`src/rtl/fill_pkg.sv`:
```
package fill_pkg;

  localparam logic [1:0] SEL_START = 2'd0;
  localparam logic [1:0] SEL_END   = 2'd1;
  localparam logic [1:0] SEL_VALUE = 2'd2;
  localparam logic [1:0] SEL_CTRL  = 2'd3;

  typedef enum logic [1:0] {
    W_IDLE = 2'd0,
    W_RUN  = 2'd1,
    W_FIN  = 2'd2
  } walk_state_t;

  // bytes per element for a size code
  function automatic logic [2:0] elem_bytes(input logic [1:0] code);
    case (code)
      2'b00:   elem_bytes = 3'd2;
      2'b01:   elem_bytes = 3'd3;
      default: elem_bytes = 3'd4;
    endcase
  endfunction

  // (p + k) mod sz, with p < sz, k < 4, sz in {2,3,4}
  function automatic logic [1:0] lane_pos(input logic [1:0] p, input logic [1:0] k,
                                          input logic [2:0] sz);
    logic [2:0] s;
    s = {1'b0, p} + {1'b0, k};
    if (s >= sz) s = s - sz;
    if (s >= sz) s = s - sz;
    lane_pos = s[1:0];
  endfunction

  // pattern position of lane 0 of the word holding the start byte
  function automatic logic [1:0] first_phase(input logic [1:0] low, input logic [2:0] sz);
    logic [1:0] r;
    case (sz)
      3'd2: r = {1'b0, low[0]};
      3'd3: begin
        case (low)
          2'd1:    r = 2'd2;
          2'd2:    r = 2'd1;
          default: r = 2'd0;
        endcase
      end
      default: r = 2'd0 - low;
    endcase
    first_phase = r;
  endfunction

  // pattern position of lane 0 one word later
  function automatic logic [1:0] step_phase(input logic [1:0] p, input logic [2:0] sz);
    if (sz == 3'd3) step_phase = (p == 2'd2) ? 2'd0 : p + 2'd1;
    else            step_phase = p;
  endfunction

endpackage

```
`src/rtl/fill_chan_regs.sv`:
```
module fill_chan_regs
  import fill_pkg::*;
#(
  parameter int AW = 16
) (
  input  logic          clk,
  input  logic          rst,
  input  logic          we,
  input  logic [1:0]    sel,
  input  logic [31:0]   wdata,
  input  logic          done_i,
  output logic [AW-1:0] start_o,
  output logic [AW-1:0] end_o,
  output logic [31:0]   value_o,
  output logic [1:0]    size_o,
  output logic          trig_o,
  output logic          fin_o
);

  logic accept;
  assign accept = we && !trig_o;

  always_ff @(posedge clk) begin
    if (rst) begin
      start_o <= '0;
      end_o   <= '0;
      value_o <= '0;
      size_o  <= '0;
      trig_o  <= 1'b0;
      fin_o   <= 1'b0;
    end else begin
      if (accept) begin
        case (sel)
          SEL_START: start_o <= wdata[AW-1:0];
          SEL_END:   end_o   <= wdata[AW-1:0];
          SEL_VALUE: value_o <= wdata;
          default: begin
            size_o <= wdata[2:1];
            trig_o <= wdata[0];
            fin_o  <= 1'b0;
          end
        endcase
      end
      if (done_i) begin
        trig_o <= 1'b0;
        fin_o  <= 1'b1;
      end
    end
  end

endmodule

```
`src/rtl/fill_arb.sv`:
```
module fill_arb #(
  parameter int NCH = 2,
  localparam int CW = (NCH > 1) ? $clog2(NCH) : 1
) (
  input  logic [NCH-1:0] req,
  input  logic           idle,
  output logic           gnt_valid,
  output logic [CW-1:0]  gnt_idx
);

  always_comb begin
    gnt_valid = 1'b0;
    gnt_idx   = '0;
    for (int i = NCH - 1; i >= 0; i--) begin
      if (req[i]) begin
        gnt_valid = idle;
        gnt_idx   = CW'(i);
      end
    end
  end

endmodule

```
`src/rtl/fill_walk.sv`:
```
module fill_walk
  import fill_pkg::*;
#(
  parameter int NCH = 2,
  parameter int AW  = 16,
  localparam int CW = (NCH > 1) ? $clog2(NCH) : 1,
  localparam int WW = AW - 2
) (
  input  logic           clk,
  input  logic           rst,
  input  logic           go,
  input  logic [CW-1:0]  go_ch,
  input  logic [AW-1:0]  go_start,
  input  logic [AW-1:0]  go_end,
  input  logic [31:0]    go_value,
  input  logic [1:0]     go_size,
  output logic           idle,
  output logic           done,
  output logic [CW-1:0]  done_ch,
  output logic [NCH-1:0] irq,
  output logic           mem_we,
  output logic [WW-1:0]  mem_waddr,
  output logic [31:0]    mem_wdata,
  output logic [3:0]     mem_be
);

  walk_state_t   state;
  logic [WW-1:0] wa;
  logic [1:0]    phase;
  logic [2:0]    sz;
  logic [AW-1:0] st, en;
  logic [31:0]   val;
  logic [CW-1:0] ch;

  logic [3:0]    lane_be;
  logic [31:0]   lane_dat;
  logic [AW:0]   nxt_base;
  logic [1:0]    nxt_phase;
  logic          last_word;
  logic [2:0]    go_sz;

  assign idle    = (state == W_IDLE);
  assign done    = (state == W_FIN);
  assign done_ch = ch;
  assign go_sz   = elem_bytes(go_size);

  always_comb begin
    lane_be  = '0;
    lane_dat = '0;
    for (int k = 0; k < 4; k++) begin
      logic [1:0]  pos;
      logic [AW:0] a;
      logic [AW:0] head;
      pos  = lane_pos(phase, 2'(k), sz);
      a    = {1'b0, wa, 2'(k)};
      head = a - {{(AW-1){1'b0}}, pos};
      lane_be[k]       = (a >= {1'b0, st}) && (head < {1'b0, en});
      lane_dat[8*k +: 8] = 8'(val >> (8 * pos));
    end
    nxt_base  = {1'b0, wa, 2'b00} + (AW+1)'(4);
    nxt_phase = step_phase(phase, sz);
    last_word = (nxt_base - {{(AW-1){1'b0}}, nxt_phase}) >= {1'b0, en};
  end

  always_ff @(posedge clk) begin
    if (rst) begin
      state     <= W_IDLE;
      wa        <= '0;
      phase     <= '0;
      sz        <= 3'd2;
      st        <= '0;
      en        <= '0;
      val       <= '0;
      ch        <= '0;
      irq       <= '0;
      mem_we    <= 1'b0;
      mem_waddr <= '0;
      mem_wdata <= '0;
      mem_be    <= '0;
    end else begin
      mem_we <= 1'b0;
      irq    <= '0;
      case (state)
        W_IDLE: begin
          if (go) begin
            ch    <= go_ch;
            st    <= go_start;
            en    <= go_end;
            val   <= go_value;
            sz    <= go_sz;
            wa    <= go_start[AW-1:2];
            phase <= first_phase(go_start[1:0], go_sz);
            state <= (go_end > go_start) ? W_RUN : W_FIN;
          end
        end
        W_RUN: begin
          mem_we    <= 1'b1;
          mem_waddr <= wa;
          mem_wdata <= lane_dat;
          mem_be    <= lane_be;
          wa        <= wa + 1'b1;
          phase     <= nxt_phase;
          if (last_word) state <= W_FIN;
        end
        default: begin
          if (st != '0) irq[ch] <= 1'b1;
          state <= W_IDLE;
        end
      endcase
    end
  end

endmodule

```
`src/rtl/fill_engine.sv`:
```
module fill_engine
  import fill_pkg::*;
#(
  parameter int NCH = 2,
  parameter int AW  = 16,
  localparam int CW = (NCH > 1) ? $clog2(NCH) : 1
) (
  input  logic           clk,
  input  logic           rst,
  input  logic [NCH-1:0] cfg_we,
  input  logic [1:0]     cfg_sel,
  input  logic [31:0]    cfg_wdata,
  output logic [NCH-1:0] trig_o,
  output logic [NCH-1:0] fin_o,
  output logic [NCH-1:0] irq_o,
  output logic           mem_we,
  output logic [AW-3:0]  mem_waddr,
  output logic [31:0]    mem_wdata,
  output logic [3:0]     mem_be
);

  logic [AW-1:0] c_start [NCH];
  logic [AW-1:0] c_end   [NCH];
  logic [31:0]   c_value [NCH];
  logic [1:0]    c_size  [NCH];
  logic [NCH-1:0] c_done;

  logic          w_idle, w_done, g_valid;
  logic [CW-1:0] w_done_ch, g_idx;

  for (genvar c = 0; c < NCH; c++) begin : g_chan
    assign c_done[c] = w_done && (w_done_ch == CW'(c));
    fill_chan_regs #(.AW(AW)) u_regs (
      .clk     (clk),
      .rst     (rst),
      .we      (cfg_we[c]),
      .sel     (cfg_sel),
      .wdata   (cfg_wdata),
      .done_i  (c_done[c]),
      .start_o (c_start[c]),
      .end_o   (c_end[c]),
      .value_o (c_value[c]),
      .size_o  (c_size[c]),
      .trig_o  (trig_o[c]),
      .fin_o   (fin_o[c])
    );
  end

  fill_arb #(.NCH(NCH)) u_arb (
    .req       (trig_o),
    .idle      (w_idle),
    .gnt_valid (g_valid),
    .gnt_idx   (g_idx)
  );

  fill_walk #(.NCH(NCH), .AW(AW)) u_walk (
    .clk       (clk),
    .rst       (rst),
    .go        (g_valid),
    .go_ch     (g_idx),
    .go_start  (c_start[g_idx]),
    .go_end    (c_end[g_idx]),
    .go_value  (c_value[g_idx]),
    .go_size   (c_size[g_idx]),
    .idle      (w_idle),
    .done      (w_done),
    .done_ch   (w_done_ch),
    .irq       (irq_o),
    .mem_we    (mem_we),
    .mem_waddr (mem_waddr),
    .mem_wdata (mem_wdata),
    .mem_be    (mem_be)
  );

endmodule

```
`config.mk`:
```
export PLATFORM = sky130hd
export DESIGN_NAME = fill_engine
export DESIGN_NICKNAME = d
export VERILOG_FILES = /design/src/rtl/fill_pkg.sv /design/src/rtl/fill_chan_regs.sv /design/src/rtl/fill_arb.sv /design/src/rtl/fill_walk.sv /design/src/rtl/fill_engine.sv
export SDC_FILE = /design/constraint.sdc
export NUM_CORES = 1
export LEC_CHECK = 0
export ABC_AREA = 0
export BUFFER_PORTS_ARGS = -buffer_cell sky130_fd_sc_hd__clkbuf_2
export CORE_UTILIZATION = 55
export CTS_CLUSTER_SIZE = 10
export DETAILED_ROUTE_END_ITERATION = 7
export PLACE_DENSITY = 0.73
export SYNTH_ARGS = -nofsm -noshare
export SYNTH_HDL_FRONTEND = slang
export SYNTH_SLANG_ARGS = --single-unit
```
`constraint.sdc`:
```
create_clock -name clk -period 6.6 [get_ports clk]
set_input_delay 0.99 -clock clk [delete_from_list [all_inputs] [get_ports clk]]
set_output_delay 0.99 -clock clk [all_outputs]
set_load 0.05 [all_outputs]
```
==> impl_metrics.tcl <==
set metrics [dict create \
    outcome "complete, no violations" \
    wirelength_mm 46.9 \
    crit_type "flop to flop" \
    worstHoldStart "g_chan[0].u_regs.value_o[23]" \
    rows 63 \
    fmax_ghz 0.177 \
    synth_top_area_share 0.331 \
    max_cap_violations 0 \
    rsz0062_at_grt "false" \
    min_period_ns 5.64 \
    synthCells 1982 \
    final_nets 2238 \
    avgViaCountPerCell 6.03 \
    drt_iter0_markers 1047 \
    drc 0 \
    cts_tree "done" \
    ant_nets 0 \
    start_util 0.559 \
    ys_warn_count 0 \
    cp-start-kind "flop" \
    crit_start "u_walk.sz[1]" \
    n_antenna_cell 0 \
    grt_overflow 0 \
    path_clk_slew_ns 0.05 \
    area_growth_pct 9.86 \
    antenna_found_initial 0 \
    final_hold_viol_count 0 \
    track_usage 0.300 \
    min_path_type "flop to flop" \
    maxSlewHeadroom 0.307 \
    slowest_stage "or4_1" \
    finalInstanceArea_um2 18300 \
    fin_setup_tns_ns 0 \
    rrSetupSlack_ns 0.96 \
    clock_skew_ns 0.0140 \
    worstSetupEndpointType "flop" \
    p_leak_nw 7.79 \
    cts_hold_buf 0 \
    crit_top_cell "ha_1" \
    grt_pass1_wl_mm 73.5 \
    drive_gt1_frac 0.104 \
    period_share 0.855 \
    cts-resized-gates 0 \
    ios 95 \
    grt_max_degree 98 \
    dpl.hpwl_mm 33.5 \
    clock_latency_ns 0.52 \
    slowest_delay_ns 0.51 \
    timing.rr.start "u_walk.sz[1]" \
    pwr_density_cell_nw_per_um2 249 \
    fp.dieH_um 176 \
    synth.area.top_cells "dfxtp_1 (33%), ha_1 (13%), nand2_1 (8.1%)" \
    synthFlopType "dfxtp_1" \
    cp_max_fo 10 \
    ys_seq_elements 275 \
    synth.distinct_cells 79 \
    portBuffers 94 \
    num_vias 14600 \
    synth_area_um2 16600 \
    avgSynthCellArea_um2 8.39 \
    grt_pass1_vias 13500 \
    synth-seq-area-share 0.331 \
    setup_viol 0 \
    firstDrtPassIters 6 \
    cts.sink_count 275 \
    cts_buffers 34 \
    cp_data_required_time_ns 7.01 \
    worstPathCellList "inv_1 -> ha_1 -> nand2_1 -> o21ai_1 -> nor2_1 -> a21oi_1 -> ha_1 -> a21oi_1 -> or3_1 -> a21oi_1 -> a2111oi_4 -> buf_4 -> ha_1 -> nand4_1 -> nor2_1 -> xnor2_1 -> ha_1 -> nand4_1 -> or4_1 -> o211ai_1 -> a211oi_1 -> a22o_1" \
    wire_per_inst_um 19.4 \
    h-tree-depth 2 \
    cts_root_buffer "clkbuf_16" \
    yosysTopAreaCell "dfxtp_1" \
    core-area_um2 29700 \
    die-area_um2 30900 \
    worst_ep_arrival_time_ns 6.05 \
    slew_violations 0 \
    ys_async_sr_fraction 0 \
    postCtsSetupBuffers 0 \
    worstMarginPinSlew_ns 1.04 \
    gp_congestion 0.924 \
    synth_fp_nets 2198 \
    die_width_um 176 \
    synth_edf_count 0 \
    dpl_cell_area_um2 17300 \
    cts_max_path_buffers 3 \
    ir_worst_vdd_uv 249 \
]
## worst max-delay path: cells and delay by family (launching register included)
| kind | cells | cell delay, ns |
|---|---|---|
| compound gates | 8 | 1.64 |
| xor+xnor | 1 | 0.09 |
| fa+ha+maj | 4 | 1.39 |
| buf+inv | 2 | 0.53 |
| flops | 1 | 0.49 |
| simple gates | 7 | 1.38 |
## report_power, final
part           switching, mW  leakage [nW]  internal, mW
clock network          0.699         0.473         0.971
registers             0.0653          2.23          1.72
logic                  0.646          5.09         0.442
total                   1.41          7.79          3.14
## synthesized netlist by cell type (all sizes together), types with 6 or more instances
cell type,count
or3,6
dfxtp,275
nor3,16
nand3,34
mux2i,131
nand3b,8
o221ai,25
a31oi,18
nand2b,27
o21ai,52
xnor2,52
a21oi,207
o31ai,7
a211oi,69
nor4,8
a2111oi,7
nand4,37
a22o,10
inv,81
nand2,359
nor2,117
o211ai,7
mux2,18
a221oi,7
buf,24
xor2,7
a21o,23
nor2b,22
clkbuf,87
o21a,7
ha,174
## registers in the layout, summed over array words and instances, names as in the netlist
register / flops
g_chan.u_regs.end_o: 32
g_chan.u_regs.fin_o: 2
g_chan.u_regs.size_o: 4
g_chan.u_regs.start_o: 32
g_chan.u_regs.trig_o: 2
g_chan.u_regs.value_o: 64
u_walk.done_ch: 1
u_walk.en: 16
u_walk.irq: 2
u_walk.mem_be: 4
u_walk.mem_waddr: 14
u_walk.mem_wdata: 32
u_walk.mem_we: 1
u_walk.phase: 2
u_walk.st: 16
u_walk.state: 2
u_walk.sz: 3
u_walk.val: 32
u_walk.wa: 14
## cell usage in the layout (no fill, tap or decap), types with 10 or more instances in the layout
cell       Yosys  routed
nand3_1       34      34
nand2_1      358     358
a31oi_1       17      17
nor2_1       117     114
inv_1         81      81
mux2_2        18      18
mux2i_1      130     130
a21o_1        22      22
a21oi_1      207     207
nand4_1       37      37
ha_1         174     174
buf_4          7      21
xnor2_1       52      52
o221ai_1      17      17
nor3_1        15      15
nor2b_1       21      20
a211oi_1      69      69
nand2b_1      27      26
a22o_1        10      10
dfxtp_1      275     275
clkbuf_16      0      34
clkbuf_2       1      93
o21ai_0       43      43
## kinds of logic (layout without fill, tap and decap cells)
family / Yosys count / in the layout / share of synthesized area
xor gates and xnor gates: 59 / 59 / 0.0311
AOI/OAI and AO/OA: 470 / 470 / 0.186
DFF: 275 / 275 / 0.331
buffers and inverters: 192 / 239 / 0.0468
muxes: 149 / 149 / 0.0918
and+or+nand+nor: 659 / 659 / 0.177
adders and majority gates: 178 / 178 / 0.136
## final timing paths
kind,depth (start not counted),endpoint
setup / recovery,22,u_walk.mem_be[2]
hold / removal,2,g_chan[0].u_regs.value_o[23]
hold reg to reg,2,g_chan[0].u_regs.value_o[23]
setup reg to reg,22,u_walk.mem_be[2]
## layout make-up
class | count | area (µm²)
inverter | 81 | 304
timing repair buffer | 115 | 634
tap | 390 | 488
sequential | 275 | 5510
multi-input combinational | 1515 | 10400
clock inverter | 4 | 46.3
fill | 2635 | 11500
clock buffer | 39 | 910
## per-layer routing
layer	track usage	part of all wire
met1	0.433	0.47
met3	0.0396	0.067
met4	0.0902	0.024
met2	0.461	0.44
met5	0	0
## metrics by stage
step	setup slack, ns	hold WS, ns	power [mW]	cells	utilization
finish	0.956	0.452	4.55	2419	0.614
global route	0.514	0.466	4.74	2419	0.614
CTS	0.979	0.452	4.55	2419	0.614
detailed placement	1.00	0.444	2.89	2376	0.582
global placement	1.17	0.439	2.86	2376	0.582
floorplan	1.57	0.433	2.60	1982	-
(Power assumes the default switching activity.)
